File: src/rtl/i2cw_pkg.sv
package i2cw_pkg;

    localparam int BYTE_W = 8;

    typedef enum logic [2:0] {
        PH_IDLE,
        PH_ADDR,
        PH_ADDR_ACK,
        PH_SUB,
        PH_SUB_ACK,
        PH_DATA,
        PH_DATA_ACK,
        PH_SKIP
    } phase_e;

    typedef struct packed {
        logic start;
        logic stop;
        logic scl_rise;
        logic scl_fall;
        logic sda;
    } bus_ev_t;

    function automatic logic dev_hit(input logic [6:0] got,
                                     input logic [5:0] prefix,
                                     input logic       strap);
        return got == {prefix, strap};
    endfunction

endpackage

File: src/rtl/i2cw_line_sync.sv
module i2cw_line_sync
    import i2cw_pkg::*;
#(
    parameter int STAGES = 2
) (
    input  logic    clk,
    input  logic    rst,
    input  logic    scl_raw,
    input  logic    sda_raw,
    output bus_ev_t ev
);

    localparam int LINES = 2;

    logic [LINES-1:0] raw;
    logic [LINES-1:0] now;
    logic [LINES-1:0] prev;

    assign raw = {scl_raw, sda_raw};

    for (genvar l = 0; l < LINES; l++) begin : g_line
        logic [STAGES-1:0] sh;
        always_ff @(posedge clk) begin
            if (rst) begin
                sh      <= '1;
                prev[l] <= 1'b1;
            end else begin
                sh      <= {sh[STAGES-2:0], raw[l]};
                prev[l] <= sh[STAGES-1];
            end
        end
        assign now[l] = sh[STAGES-1];
    end

    always_comb begin
        ev.start    = now[1] & prev[1] & prev[0] & ~now[0];
        ev.stop     = now[1] & prev[1] & ~prev[0] & now[0];
        ev.scl_rise = now[1] & ~prev[1];
        ev.scl_fall = ~now[1] & prev[1];
        ev.sda      = now[0];
    end

endmodule

File: src/rtl/i2cw_proto.sv
module i2cw_proto
    import i2cw_pkg::*;
#(
    parameter logic [5:0] DEV_PREFIX = 6'b001001,
    parameter int          IDX_W     = 5
) (
    input  logic              clk,
    input  logic              rst,
    input  bus_ev_t           ev,
    input  logic              addr_sel,
    output logic              sda_oe,
    output logic              ptr_load,
    output logic [IDX_W-1:0]  ptr_val,
    output logic              wr_en,
    output logic [BYTE_W-1:0] wr_data
);

    localparam logic [3:0] FULL = 4'(BYTE_W);

    phase_e            phase;
    logic [3:0]        bit_cnt;
    logic [BYTE_W-1:0] shreg;

    assign ptr_val = shreg[IDX_W-1:0];
    assign wr_data = shreg;

    always_ff @(posedge clk) begin
        if (rst) begin
            phase    <= PH_IDLE;
            bit_cnt  <= '0;
            shreg    <= '0;
            sda_oe   <= 1'b0;
            ptr_load <= 1'b0;
            wr_en    <= 1'b0;
        end else begin
            ptr_load <= 1'b0;
            wr_en    <= 1'b0;
            if (ev.start) begin
                phase   <= PH_ADDR;
                bit_cnt <= '0;
                sda_oe  <= 1'b0;
            end else if (ev.stop) begin
                phase   <= PH_IDLE;
                bit_cnt <= '0;
                sda_oe  <= 1'b0;
            end else begin
                case (phase)
                    PH_ADDR, PH_SUB, PH_DATA: begin
                        if (ev.scl_rise && bit_cnt < FULL) begin
                            shreg   <= {shreg[BYTE_W-2:0], ev.sda};
                            bit_cnt <= bit_cnt + 4'd1;
                        end else if (ev.scl_fall && bit_cnt == FULL) begin
                            bit_cnt <= '0;
                            if (phase == PH_ADDR) begin
                                if (dev_hit(shreg[7:1], DEV_PREFIX, addr_sel)
                                    && !shreg[0]) begin
                                    phase  <= PH_ADDR_ACK;
                                    sda_oe <= 1'b1;
                                end else begin
                                    phase <= PH_SKIP;
                                end
                            end else if (phase == PH_SUB) begin
                                ptr_load <= 1'b1;
                                phase    <= PH_SUB_ACK;
                                sda_oe   <= 1'b1;
                            end else begin
                                wr_en  <= 1'b1;
                                phase  <= PH_DATA_ACK;
                                sda_oe <= 1'b1;
                            end
                        end
                    end
                    PH_ADDR_ACK: if (ev.scl_fall) begin
                        sda_oe <= 1'b0;
                        phase  <= PH_SUB;
                    end
                    PH_SUB_ACK, PH_DATA_ACK: if (ev.scl_fall) begin
                        sda_oe <= 1'b0;
                        phase  <= PH_DATA;
                    end
                    default: begin
                        sda_oe <= 1'b0;
                    end
                endcase
            end
        end
    end

endmodule

File: src/rtl/i2cw_regfile.sv
module i2cw_regfile
    import i2cw_pkg::*;
#(
    parameter int NUM_REGS = 32,
    parameter int IDX_W    = 5
) (
    input  logic                       clk,
    input  logic                       rst,
    input  logic                       ptr_load,
    input  logic [IDX_W-1:0]           ptr_val,
    input  logic                       wr_en,
    input  logic [BYTE_W-1:0]          wr_data,
    output logic [NUM_REGS*BYTE_W-1:0] regs_flat
);

    localparam logic [IDX_W-1:0] LAST = IDX_W'(NUM_REGS - 1);

    logic [IDX_W-1:0] ptr;

    always_ff @(posedge clk) begin
        if (rst) begin
            ptr <= '0;
        end else if (ptr_load) begin
            ptr <= (ptr_val <= LAST) ? ptr_val : '0;
        end else if (wr_en) begin
            ptr <= (ptr == LAST) ? '0 : ptr + IDX_W'(1);
        end
    end

    for (genvar i = 0; i < NUM_REGS; i++) begin : g_reg
        logic [BYTE_W-1:0] q;
        always_ff @(posedge clk) begin
            if (rst) begin
                q <= '0;
            end else if (wr_en && ptr == IDX_W'(i)) begin
                q <= wr_data;
            end
        end
        assign regs_flat[i*BYTE_W +: BYTE_W] = q;
    end

endmodule

File: src/rtl/i2c_regwrite_slave.sv
module i2c_regwrite_slave
    import i2cw_pkg::*;
#(
    parameter int          NUM_REGS    = 32,
    parameter int          SYNC_STAGES = 2,
    parameter logic [5:0]  DEV_PREFIX  = 6'b001001
) (
    input  logic                           clk,
    input  logic                           rst,
    input  logic                           scl_in,
    input  logic                           sda_in,
    input  logic                           addr_sel,
    output logic                           sda_oe,
    output logic [NUM_REGS*BYTE_W-1:0]     regs_out
);

    localparam int IDX_W = $clog2(NUM_REGS);

    bus_ev_t           ev;
    logic              ptr_load;
    logic [IDX_W-1:0]  ptr_val;
    logic              wr_en;
    logic [BYTE_W-1:0] wr_data;

    i2cw_line_sync #(.STAGES(SYNC_STAGES)) u_sync (
        .clk     (clk),
        .rst     (rst),
        .scl_raw (scl_in),
        .sda_raw (sda_in),
        .ev      (ev)
    );

    i2cw_proto #(.DEV_PREFIX(DEV_PREFIX), .IDX_W(IDX_W)) u_proto (
        .clk      (clk),
        .rst      (rst),
        .ev       (ev),
        .addr_sel (addr_sel),
        .sda_oe   (sda_oe),
        .ptr_load (ptr_load),
        .ptr_val  (ptr_val),
        .wr_en    (wr_en),
        .wr_data  (wr_data)
    );

    i2cw_regfile #(.NUM_REGS(NUM_REGS), .IDX_W(IDX_W)) u_regs (
        .clk       (clk),
        .rst       (rst),
        .ptr_load  (ptr_load),
        .ptr_val   (ptr_val),
        .wr_en     (wr_en),
        .wr_data   (wr_data),
        .regs_flat (regs_out)
    );

endmodule

File: config.mk
export PLATFORM = sky130hd
export DESIGN_NAME = i2c_regwrite_slave
export DESIGN_NICKNAME = d
export VERILOG_FILES = /design/src/rtl/i2cw_pkg.sv /design/src/rtl/i2cw_line_sync.sv /design/src/rtl/i2cw_proto.sv /design/src/rtl/i2cw_regfile.sv /design/src/rtl/i2c_regwrite_slave.sv
export SDC_FILE = /design/constraint.sdc
export NUM_CORES = 1
export LEC_CHECK = 0
export ABC_CLOCK_PERIOD_IN_PS = 2400
export CAP_MARGIN = 20
export CORE_MARGIN = 4
export CORE_UTILIZATION = 55
export CTS_CLUSTER_SIZE = 10
export DETAILED_ROUTE_END_ITERATION = 10
export DONT_BUFFER_PORTS = 1
export GPL_ROUTABILITY_DRIVEN = 0
export PLACE_DENSITY = 0.72
export SKIP_CTS_REPAIR_TIMING = 1
export SLEW_MARGIN = 20
export SYNTH_ARGS = -nofsm -noshare
export SYNTH_HDL_FRONTEND = slang
export SYNTH_SLANG_ARGS = --single-unit
File: constraint.sdc
create_clock -name clk -period 2.4 [get_ports clk]
set_input_delay 0.6 -clock clk [delete_from_list [all_inputs] [get_ports clk]]
set_output_delay 0.6 -clock clk [all_outputs]
set_load 0.05 [all_outputs]
==> metrics.yaml <==
drive_gt1_share_pct: 10.80
crit_top_cell: "ha_1"
first_global_vias: 6932
synth.distinct_cells: 53
status: "finished, final reports clean"
synth_common_cells: "dfxtp_1 (285), nor2_1 (259), mux2i_1 (252)"
r2r_setup_slack_ps: 260
start_util_pct: 56.40
syn-num-nets: 1068
die-area_mm2: 0.02242
cts-root-buf: "clkbuf_16"
crit_chain: "ha_1, and3_1, ha_1, o21ai_0, a32o_1, mux2i_1, nor2_1"
worst_slack_ps: 264.3
register_area_mm2: 0.005715
netlist_area_mm2: 0.01105
finalWirelength_mm: 26.74
synth_top_area_share_pct: 51.64
antenna_found_initial: 0
synth-edff-count: 0
async_flop_share_pct: 0
critPathSlowestCell: "ha_1"
core_mm2: 0.01959
grt_start_max_net_pins: 278
ys_seq_area_share_pct: 51.64
fillers: 1644
synth_area_leaders: "dfxtp_1 (52%), mux2i_1 (23%), nor2_1 (8.8%)"
fin_crit_ps: 2136
max_stage_delay_ps: 450
htree_levels: 2
clk_pin_slew_worst_paths_ps: 50
wire_per_inst_um: 20.68
crit_arrival_ps: 2510
die_h_um: 149.7
synth_flop_cell: "dfxtp_1"
worstSetupPathType: "reg -> reg"
startpoint_type: "flip-flop"
cap_violations: 0
drt_first_iter_violations: 510
firstDrtPassIters: 7
fin_worst_skew_ps: 11.11
power.density_mw_per_mm2: 757.7
worstMarginPinSlew_ps: 618.5
clk_latency_ps: 490
setup.worst_path.end_class: "flip-flop"
area_growth_pct: 9.059
power_w: 0.009131
hold_path_class: "in -> reg"
synth_cells: 1055
grt_pass1_wl_mm: 41.16
pre_cts_slack_ps: 307.1
rsz0062_at_grt: "no"
grt_overflow: 0
io_pins: 262
drc: 0
num_rows: 51
synth_warnings: 0
io_buffers: 0
num-nets-final: 1038
critPathBufInv: 0
cts_tree: "built"
avgSynthCellArea_um2: 10.47
report.final.setup_viol: 0
slew_headroom_pct: 58.77
finalCritPeriodShare_pct: 88.99
drv_slew: 0
clock_sinks: 285
vias: 7133
vias_per_cell: 5.517
peakVddDrop_mv: 0.4629
ant_nets: 0
tns_ps: 0
dp_hpwl_mm: 16.72
diodes: 0
multi_input_area_mm2: 0.004941
synth.largest_area_cell: "dfxtp_1"
chipWidth_um: 149.7
clockBufferDepth: 3
ys_seq_elements: 285
fmax_ghz: 0.4682
grt_usage_pct: 23.25
crit_family: "adder cells"
yosysMostFrequentCell: "dfxtp_1"
crit_fanout: 14
critPathRequiredTime_ps: 2780
cts_buffers: 34
leakage_nw: 4.988
finalHoldViolations: 0
[worst paths after layout]
kind                          start                      to  cells after the start
max reg2reg           u_regs.ptr[0]           u_regs.ptr[2]                      7
min                             rst    u_regs.g_reg[0].q[2]                      1
min reg2reg  u_sync.g_line[0].sh[0]  u_sync.g_line[0].sh[1]                      1
max                   u_regs.ptr[0]           u_regs.ptr[2]                      7
[registers in the layout (all words and copies together), names as in the netlist]
signal            flops
u_proto.bit_cnt       4
u_proto.phase         3
u_proto.ptr_load      1
u_proto.sda_oe        1
u_proto.wr_data       8
u_proto.wr_en         1
u_regs.g.q          256
u_regs.ptr            5
u_sync.g_line.sh      4
u_sync.prev           2
[area by class of cell]
| type | instances | area share, % |
|---|---|---|
| clock inverter | 2 | 0.1142 |
| inverter | 10 | 0.3115 |
| timing repair buffer | 17 | 1.059 |
| sequential | 285 | 47.43 |
| multi-input combinational | 677 | 41.00 |
| clock buffer | 37 | 7.330 |
| tap | 265 | 2.752 |
[layout by cell type (no fill, tap or decap), types with 3 or more instances in the layout]
master     synthesis  layout
nand3b_4           4       4
inv_1             10      10
clkbuf_16          0      35
or2_2              7       7
nand2b_1           8       7
mux2i_1          252     252
nand2_1           23      23
nor2_1           259     259
nor2_4             3       3
nand3_1           19      19
ha_1               8       8
o21ai_0            4       4
nand4_1            4       4
dfxtp_2            0       8
nor2_8            19      19
nand3_4            4       4
buf_4              6      17
dfxtp_1          285     277
a21oi_1           23      23
[where the power goes]
group	total [W]	switching [W]	internal (W)
logic	0.0000593	0.0000359	0.0000234
registers	0.00476	0.0000135	0.00474
clock network	0.00432	0.00174	0.00258
total	0.00913	0.00179	0.00734
[logic make-up (layout without fill, tap and decap cells)]
family,after synthesis,after routing,synth area share [%]
xor gates and xnor gates,3,3,0.2378
muxes,252,252,22.83
adders and majority gates,8,8,0.9059
and+or+nand+nor,371,371,18.28
DFF,285,285,51.64
buffers and inverters,93,66,3.669
AOI/OAI and AO/OA,43,43,2.446
[metal layers]
metal	routed length, um	vias to the layer above	GRT usage (%)
li1	-	3439	-
met1	11090	3422	29.85
met2	12720	229	37.42
met4	585	0	6.587
met5	0	-	0
met3	2340	43	8.056
[per-stage QoR]
| step | hold slack (ps) | cell area [um^2] | util, % | instances |
|---|---|---|---|---|
| after detailed placement | 396.1 | 11150 | 56.93 | 1254 |
| after global routing | 170.5 | 12050 | 61.51 | 1293 |
| final | 177.0 | 12050 | 61.51 | 1293 |
| after global placement | 395.4 | 11150 | 56.93 | 1254 |
| after floorplan | 389.5 | 11050 | - | 1055 |
| after CTS | 181.9 | 12050 | 61.51 | 1293 |
Power figures use the tool's default switching activity.
